## config.mk

```make
export PLATFORM = sky130hd
export DESIGN_NAME = nest_irq_ctl
export DESIGN_NICKNAME = d
export VERILOG_FILES = /design/src/rtl/nest_irq_ctl.sv
export SDC_FILE = /design/constraint.sdc
export NUM_CORES = 1
export LEC_CHECK = 0
export CAP_MARGIN = 20
export CORE_MARGIN = 3
export CORE_UTILIZATION = 40
export DETAILED_ROUTE_END_ITERATION = 10
export PLACE_DENSITY = 0.59
export SYNTH_ARGS = -nofsm -noshare
export SYNTH_HDL_FRONTEND = slang
export SYNTH_SLANG_ARGS = --single-unit
```

## constraint.sdc

```tcl
create_clock -name clk -period 55.8 [get_ports clk]
set_input_delay 16.74 -clock clk [delete_from_list [all_inputs] [get_ports clk]]
set_output_delay 16.74 -clock clk [all_outputs]
set_load 0.05 [all_outputs]
```

## src/rtl/nest_irq_ctl.sv

```systemverilog
module nest_irq_ctl #(
  parameter int NSRC = 16,
  parameter logic [15:0] VEC_BASE = 16'hFFE0,
  parameter logic [NSRC-1:0] NM_MASK = {2'b11, {(NSRC-2){1'b0}}},
  localparam int IW = $clog2(NSRC)
) (
  input  logic            clk,
  input  logic            rst_n,
  input  logic [NSRC-1:0] irq_req,
  input  logic            prio_we,
  input  logic [IW-1:0]   prio_sel,
  input  logic [1:0]      prio_val,
  input  logic [1:0]      cur_lvl,
  input  logic            insn_end,
  input  logic            vec_ack,
  output logic            int_take,
  output logic [IW-1:0]   int_idx,
  output logic [15:0]     vec_addr,
  output logic [1:0]      new_lvl
);

  function automatic logic [1:0] rank_of(input logic [1:0] e);
    return {~(e[1] ^ e[0]), e[0]};
  endfunction

  logic [NSRC-1:0] pend_q;
  logic [1:0]      prio_q [NSRC];
  logic            found;
  logic [2:0]      best_key;
  logic [IW-1:0]   sel;
  logic [NSRC-1:0] clr;

  wire [1:0] cur_rank = rank_of(cur_lvl);

  always_comb begin
    found    = 1'b0;
    best_key = 3'd0;
    sel      = '0;
    for (int i = 0; i < NSRC; i++) begin
      logic [2:0] key;
      logic       elig;
      key  = NM_MASK[i] ? 3'd4 : {1'b0, rank_of(prio_q[i])};
      elig = pend_q[i] && (NM_MASK[i] || (rank_of(prio_q[i]) > cur_rank));
      if (elig && (!found || key >= best_key)) begin
        found    = 1'b1;
        best_key = key;
        sel      = IW'(i);
      end
    end
  end

  assign int_take = insn_end && found;
  assign int_idx  = sel;
  assign vec_addr = VEC_BASE + (16'(sel) << 1);
  assign new_lvl  = NM_MASK[sel] ? 2'b11 : prio_q[sel];
  assign clr      = (int_take && vec_ack) ? (NSRC'(1) << sel) : '0;

  always_ff @(posedge clk or negedge rst_n) begin
    if (!rst_n) begin
      pend_q <= '0;
      for (int i = 0; i < NSRC; i++) prio_q[i] <= 2'b11;
    end else begin
      pend_q <= (pend_q & ~clr) | irq_req;
      if (prio_we) prio_q[prio_sel] <= prio_val;
    end
  end

  p_strict_r3: assert property (@(posedge clk) disable iff (!rst_n)
    (int_take && !NM_MASK[int_idx]) |-> (rank_of(new_lvl) > rank_of(cur_lvl)));

  p_nm_level_r8: assert property (@(posedge clk) disable iff (!rst_n)
    (int_take && NM_MASK[int_idx]) |-> (new_lvl == 2'b11));

  p_offer_pending_r9: assert property (@(posedge clk) disable iff (!rst_n)
    int_take |-> pend_q[int_idx]);

  p_ack_clears_r9: assert property (@(posedge clk) disable iff (!rst_n)
    (int_take && vec_ack && !irq_req[int_idx]) |=> !pend_q[$past(int_idx)]);

  for (genvar g = 0; g < NSRC; g++) begin : g_hold
    p_hold_r9: assert property (@(posedge clk) disable iff (!rst_n)
      (pend_q[g] && !(int_take && vec_ack && int_idx == IW'(g))) |=> pend_q[g]);
  end

endmodule

```

==> impl_metrics.toml, run 1 <==
[outcome]
status = "complete, no violations"

[critical_path]
cp.required_ns = 39.06
cp_max_fo = 24
start_kind = "input pin"
reg2reg_slack_ns = 36.80
worst_path_largest_cell_delay_ns = 0.98
crit_arrival_ns = 37.20
critical_path.top_delay_family = "compound AO/OA/AOI/OAI gates"
cp-end-kind = "primary output"
crit_type = "input pin to primary output"
crit_top_cell = "a21oi_1"
crit_buf_inv = 5
crit_slowest_cell = "clkdlybuf4s50_1"

[floorplanning]
ioPinCount = 52
rows = 37
die_w_um = 112
die-area_um2 = 12500
core_area_um2 = 10600
initial_utilization_pct = 42.1
die_h_um = 112

[sta]
hold_violations = 0
setup-violations-final = 0
final_max_slew_viol_count = 0
skew_ns = 0.00852
fmax_ghz = 0.0185
fin_setup_tns_ns = 0
worst_pin_slew_ns = 0.924
slew-limit-headroom_pct = 38.1
min_period_ns = 53.94
layout_worst_path_cycle_share_pct = 96.7
rsz0062_at_grt = "false"

[cts]
cts_tree = "yes"
cts_hold_buf = 0
cts_root_buf = "clkbuf_8"
cts.clk_slew.worst_paths_ns = 0.08
htree_num_levels = 2
clock_path_buffers = 2
insertion_delay_ns = 0.31
post_cts_buffers = 0
cts.sink_count = 44
cts_made_buffers = 5
postCtsResizedCells = 0

[worst_hold_path]
hold_path.class = "register to register"

[logic_synthesis]
ys.flop_type = "dfstp_2"
syn_inst = 494
yosysSeqAreaShare_pct = 25.4
netlist.area_leader.share_pct = 16.5
yosys.cell_count.top_type = "ha_1"
ys_seq_elements = 44
yosysTopAreaCell = "dfstp_2"
netlist_area_um2 = 4460
syn_area_per_cell_um2 = 9.04
synth-edff-count = 0
yosysUniqueCellTypes = 72
async_reset_ff_share_pct = 100
synth_common_cells = "ha_1 (54), nand2_1 (45), nand2b_1 (29)"
yosysWarningCount = 0
yosys-top-cells-area = "dfstp_2 (16%), ha_1 (15%), dfrtp_1 (9.0%), mux2_2 (5.8%), nand2b_1 (4.1%)"

[grt]
antenna_found_initial = 0
grt.total_usage_pct = 19.1
grt_overflow = 0
grt_pass1_vias = 3722
grt_pass1_wl_um = 19500
grt_max_degree = 45

[layout]
multi_input_area_um2 = 3100
seqCellArea_um2 = 1140
final_util_pct = 47.6
nFillCells = 1056
drive_gt1_share_pct = 14.1
nets = 613
insertedDiodeCount = 0
area_growth_pct = 12.9

[detailed_routing]
avgRoutedWirePerCell_um = 17.6
postRouteAntennaNets = 0
num_vias = 3727
drtIter0Drc = 208
drt_pre_antenna_iters = 5
finalWirelength_um = 11700
viasPerCell = 5.59
drc = 0

[run]
drv_cap = 0

[placed_design]
dp_hpwl_um = 9440
numPortBuffers = 39
gp_congestion = 0.931
cells in the final DEF (no fill, tap or decap), types with 3 or more instances in the layout:
master           count
a211o_1              4
a21boi_0             3
a21o_1              14
a21oi_1             23
a31oi_1              3
and2_1               7
and3_1               7
clkbuf_8             5
clkdlybuf4s50_1     38
conb_1              12
dfrtp_1             16
dfstp_2             28
ha_1                54
inv_1               25
mux2_2              23
mux2i_1             15
nand2_1             45
nand2b_1            29
nand3_1             11
nand3b_1             3
nor2_1              22
nor2b_1             15
nor3_1               7
o211a_1              6
o211ai_1            13
o21a_1               6
o21ai_0             21
o22ai_1              5
o311ai_0             3
xnor2_1             11
xor2_1               4
layout make-up:
cell class	instances	area share, %
multi-input combinational	413	61.5
sequential	44	22.5
timing repair buffer	41	8.19
tap	136	3.37
clock buffer	7	1.94
inverter	25	1.86
clock inverter	1	0.596
kinds of logic (layout without fill, tap and decap cells):
kind of cell | Yosys count | after routing | share of synthesized area [%]
simple gates | 160 | 160 | 18.7
compound gates | 134 | 134 | 22.5
fa+ha+maj | 54 | 54 | 15.1
buf+inv | 47 | 74 | 5.91
flops | 44 | 44 | 25.4
mux | 38 | 38 | 9.16
xor+xnor | 15 | 15 | 2.94
other cells | 2 | 12 | 0.168
worst paths after layout:
kind / startpoint / cells after the start / end
max: cur_lvl[0] / 88 / new_lvl[0]
min: pend_q[0]$_DFF_PN0_ / 1 / pend_q[0]$_DFF_PN0_
max reg2reg: prio_q[30]$_DFFE_PN1P_ / 85 / pend_q[0]$_DFF_PN0_
min reg2reg: pend_q[0]$_DFF_PN0_ / 1 / pend_q[0]$_DFF_PN0_
max in group asynchronous: rst_n / 2 / prio_q[21]$_DFFE_PN1P_
min in group asynchronous: rst_n / 1 / pend_q[8]$_DFF_PN0_
per-layer routing:
metal / global-route usage (%) / share of wire (%) / vias up
met5: 0 / 0 / -
met4: 4.06 / 1.4 / 0
met3: 2.77 / 4.8 / 14
met2: 29.3 / 43 / 82
met1: 28.4 / 50 / 1774
li1: - / - / 1857
worst register-to-register path, delay by kind of cell, from the launching register on:
| family | cells | cell delay, ns |
|---|---|---|
| adders and majority gates | 14 | 3.70 |
| muxes | 2 | 0.81 |
| and+or+nand+nor | 23 | 3.28 |
| xor gates and xnor gates | 1 | 0.16 |
| buffers and inverters | 2 | 0.16 |
| DFF | 1 | 0.60 |
| AOI/OAI and AO/OA | 43 | 10.15 |
sequential cells by signal, indices dropped and copies added, names as in the netlist:
register and count:
prio_q 28, pend_q 16
metrics by stage:
stage / setup WS [ns] / instance area [um2] / hold WS (ns) / cells
after floorplan: 5.67 / 4500 / 0.443 / 504
after global placement: 2.56 / 4890 / 0.452 / 658
after detailed placement: 2.18 / 4890 / 0.465 / 658
after CTS: 2.09 / 5020 / 0.484 / 666
after global routing: 0.204 / 5040 / 0.502 / 667
final: 1.86 / 5040 / 0.479 / 667
Power of run 1 is not shown: default switching activity piles up to over one toggle a cycle in this logic, so the estimate is an artifact.
==> inputs of run 2 (changes only) <==
Settings changed: CAP_MARGIN 20 to 10.
==> impl_metrics.toml, run 2 (synthesis gave the netlist of run 1 again) <==
[critical_path]
r2r_cells = 85
start_kind = "input pin"
crit_buf_inv = 5
crit_arrival_ns = 37.15
critical_path.top_delay_family = "compound AO/OA/AOI/OAI gates"
worst_path_largest_cell_delay_ns = 0.98
cp_max_fo = 24
reg2reg_slack_ns = 36.84
crit_top_cell = "a21oi_1"
crit_slowest_cell = "clkdlybuf4s50_1"
r2r_end = "pend_q[0]$_DFF_PN0_"
reg2reg_from = "prio_q[30]$_DFFE_PN1P_"
crit_type = "input pin to primary output"
cp-end-kind = "primary output"
cp.required_ns = 39.06

[floorplanning]
initial_utilization_pct = 42.1
ioPinCount = 52
core_area_um2 = 10600
die-area_um2 = 12500
rows = 37
die_w_um = 112
die_h_um = 112

[cts]
cts_hold_buf = 0
post_cts_buffers = 0
cts_made_buffers = 5
insertion_delay_ns = 0.31
cts.sink_count = 44
clock_path_buffers = 2
htree_num_levels = 2
postCtsResizedCells = 0
cts_root_buf = "clkbuf_8"
cts_tree = "yes"
cts.clk_slew.worst_paths_ns = 0.08

[sta]
slew-limit-headroom_pct = 33.5
skew_ns = 0.00904
whs_ns = 0.478
min_period_ns = 53.89
fmax_ghz = 0.0186
final_max_slew_viol_count = 0
setup-violations-final = 0
rsz0062_at_grt = "false"
fin_setup_tns_ns = 0
hold_violations = 0
worst_pin_slew_ns = 0.998
layout_worst_path_cycle_share_pct = 96.6

[layout]
insertedDiodeCount = 0
drive_gt1_share_pct = 14.0
fin_area_um2 = 5020
nFillCells = 1058
reg_top3 = "prio_q (28), pend_q (16)"
final_common_cell = "ha_1"
area_growth_pct = 12.5
final-instance-count-excl-fill = 666
final_cell_mix = "ha_1 (54), nand2_1 (45), clkdlybuf4s50_1 (38), nand2b_1 (29), dfstp_2 (28)"
top_register = "prio_q"
nets = 612
largest_reg_flops = 28

[detailed_routing]
drc = 0
drtIter0Drc = 191
viasPerCell = 5.57
finalWirelength_um = 11700
num_vias = 3709
avgRoutedWirePerCell_um = 17.5
drt_pre_antenna_iters = 5
postRouteAntennaNets = 0

[placed_design]
place_inst = 658
placed_cell_area_um2 = 4890
gp_congestion = 0.931
dp_hpwl_um = 9440
numPortBuffers = 39

[worst_hold_path]
hold_end = "pend_q[0]$_DFF_PN0_"
hp-start = "pend_q[0]$_DFF_PN0_"
hold_depth = 1
hold_path.class = "register to register"

[grt]
grt.total_usage_pct = 19.1
grt_pass1_wl_um = 19500
antenna_found_initial = 0
grt_pass1_vias = 3722
grt_overflow = 0
grt_max_degree = 45

[run]
drv_cap = 0

[outcome]
status = "complete, no violations"
## run 2: area by class of cell
type,count,area (um2),area share [%]
clock inverter,1,30.0,0.598
clock buffer,7,97.6,1.94
timing repair buffer,40,393,7.82
tap,136,170,3.39
sequential,44,1140,22.6
inverter,25,93.8,1.87
multi-input combinational,413,3100,61.8
## run 2: layer usage
| layer | GRT usage, % | share of wire (%) | wire (um) | vias to the layer above |
|---|---|---|---|---|
| li1 | - | - | - | 1855 |
| met1 | 28.4 | 50 | 5880 | 1753 |
| met2 | 29.3 | 43 | 5080 | 88 |
| met3 | 2.77 | 4.9 | 572 | 13 |
| met4 | 4.06 | 1.3 | 155 | 0 |
| met5 | 0 | 0 | 0 | - |
## run 2: metrics by stage
stage          util [%]  setup slack (ns)
2_1_floorplan         -              5.67
3_3_place_gp       46.2              2.56
3_5_place_dp       46.2              2.18
4_1_cts            47.4              2.09
5_1_grt            47.4             0.204
6_report           47.4              1.91
## run 2: how the worst max path moves through the flow
stage | slack, ns | startpoint | endpoint | depth (start not counted)
floorplan | 5.67 | cur_lvl[1] | new_lvl[0] | 88
global placement | 2.56 | cur_lvl[0] | new_lvl[1] | 88
detailed placement | 2.18 | cur_lvl[0] | new_lvl[1] | 88
CTS | 2.09 | cur_lvl[0] | new_lvl[1] | 88
global route | 0.20 | cur_lvl[0] | new_lvl[1] | 88
finish | 1.91 | cur_lvl[0] | new_lvl[0] | 88
Power of run 2 is left out for the same reason.
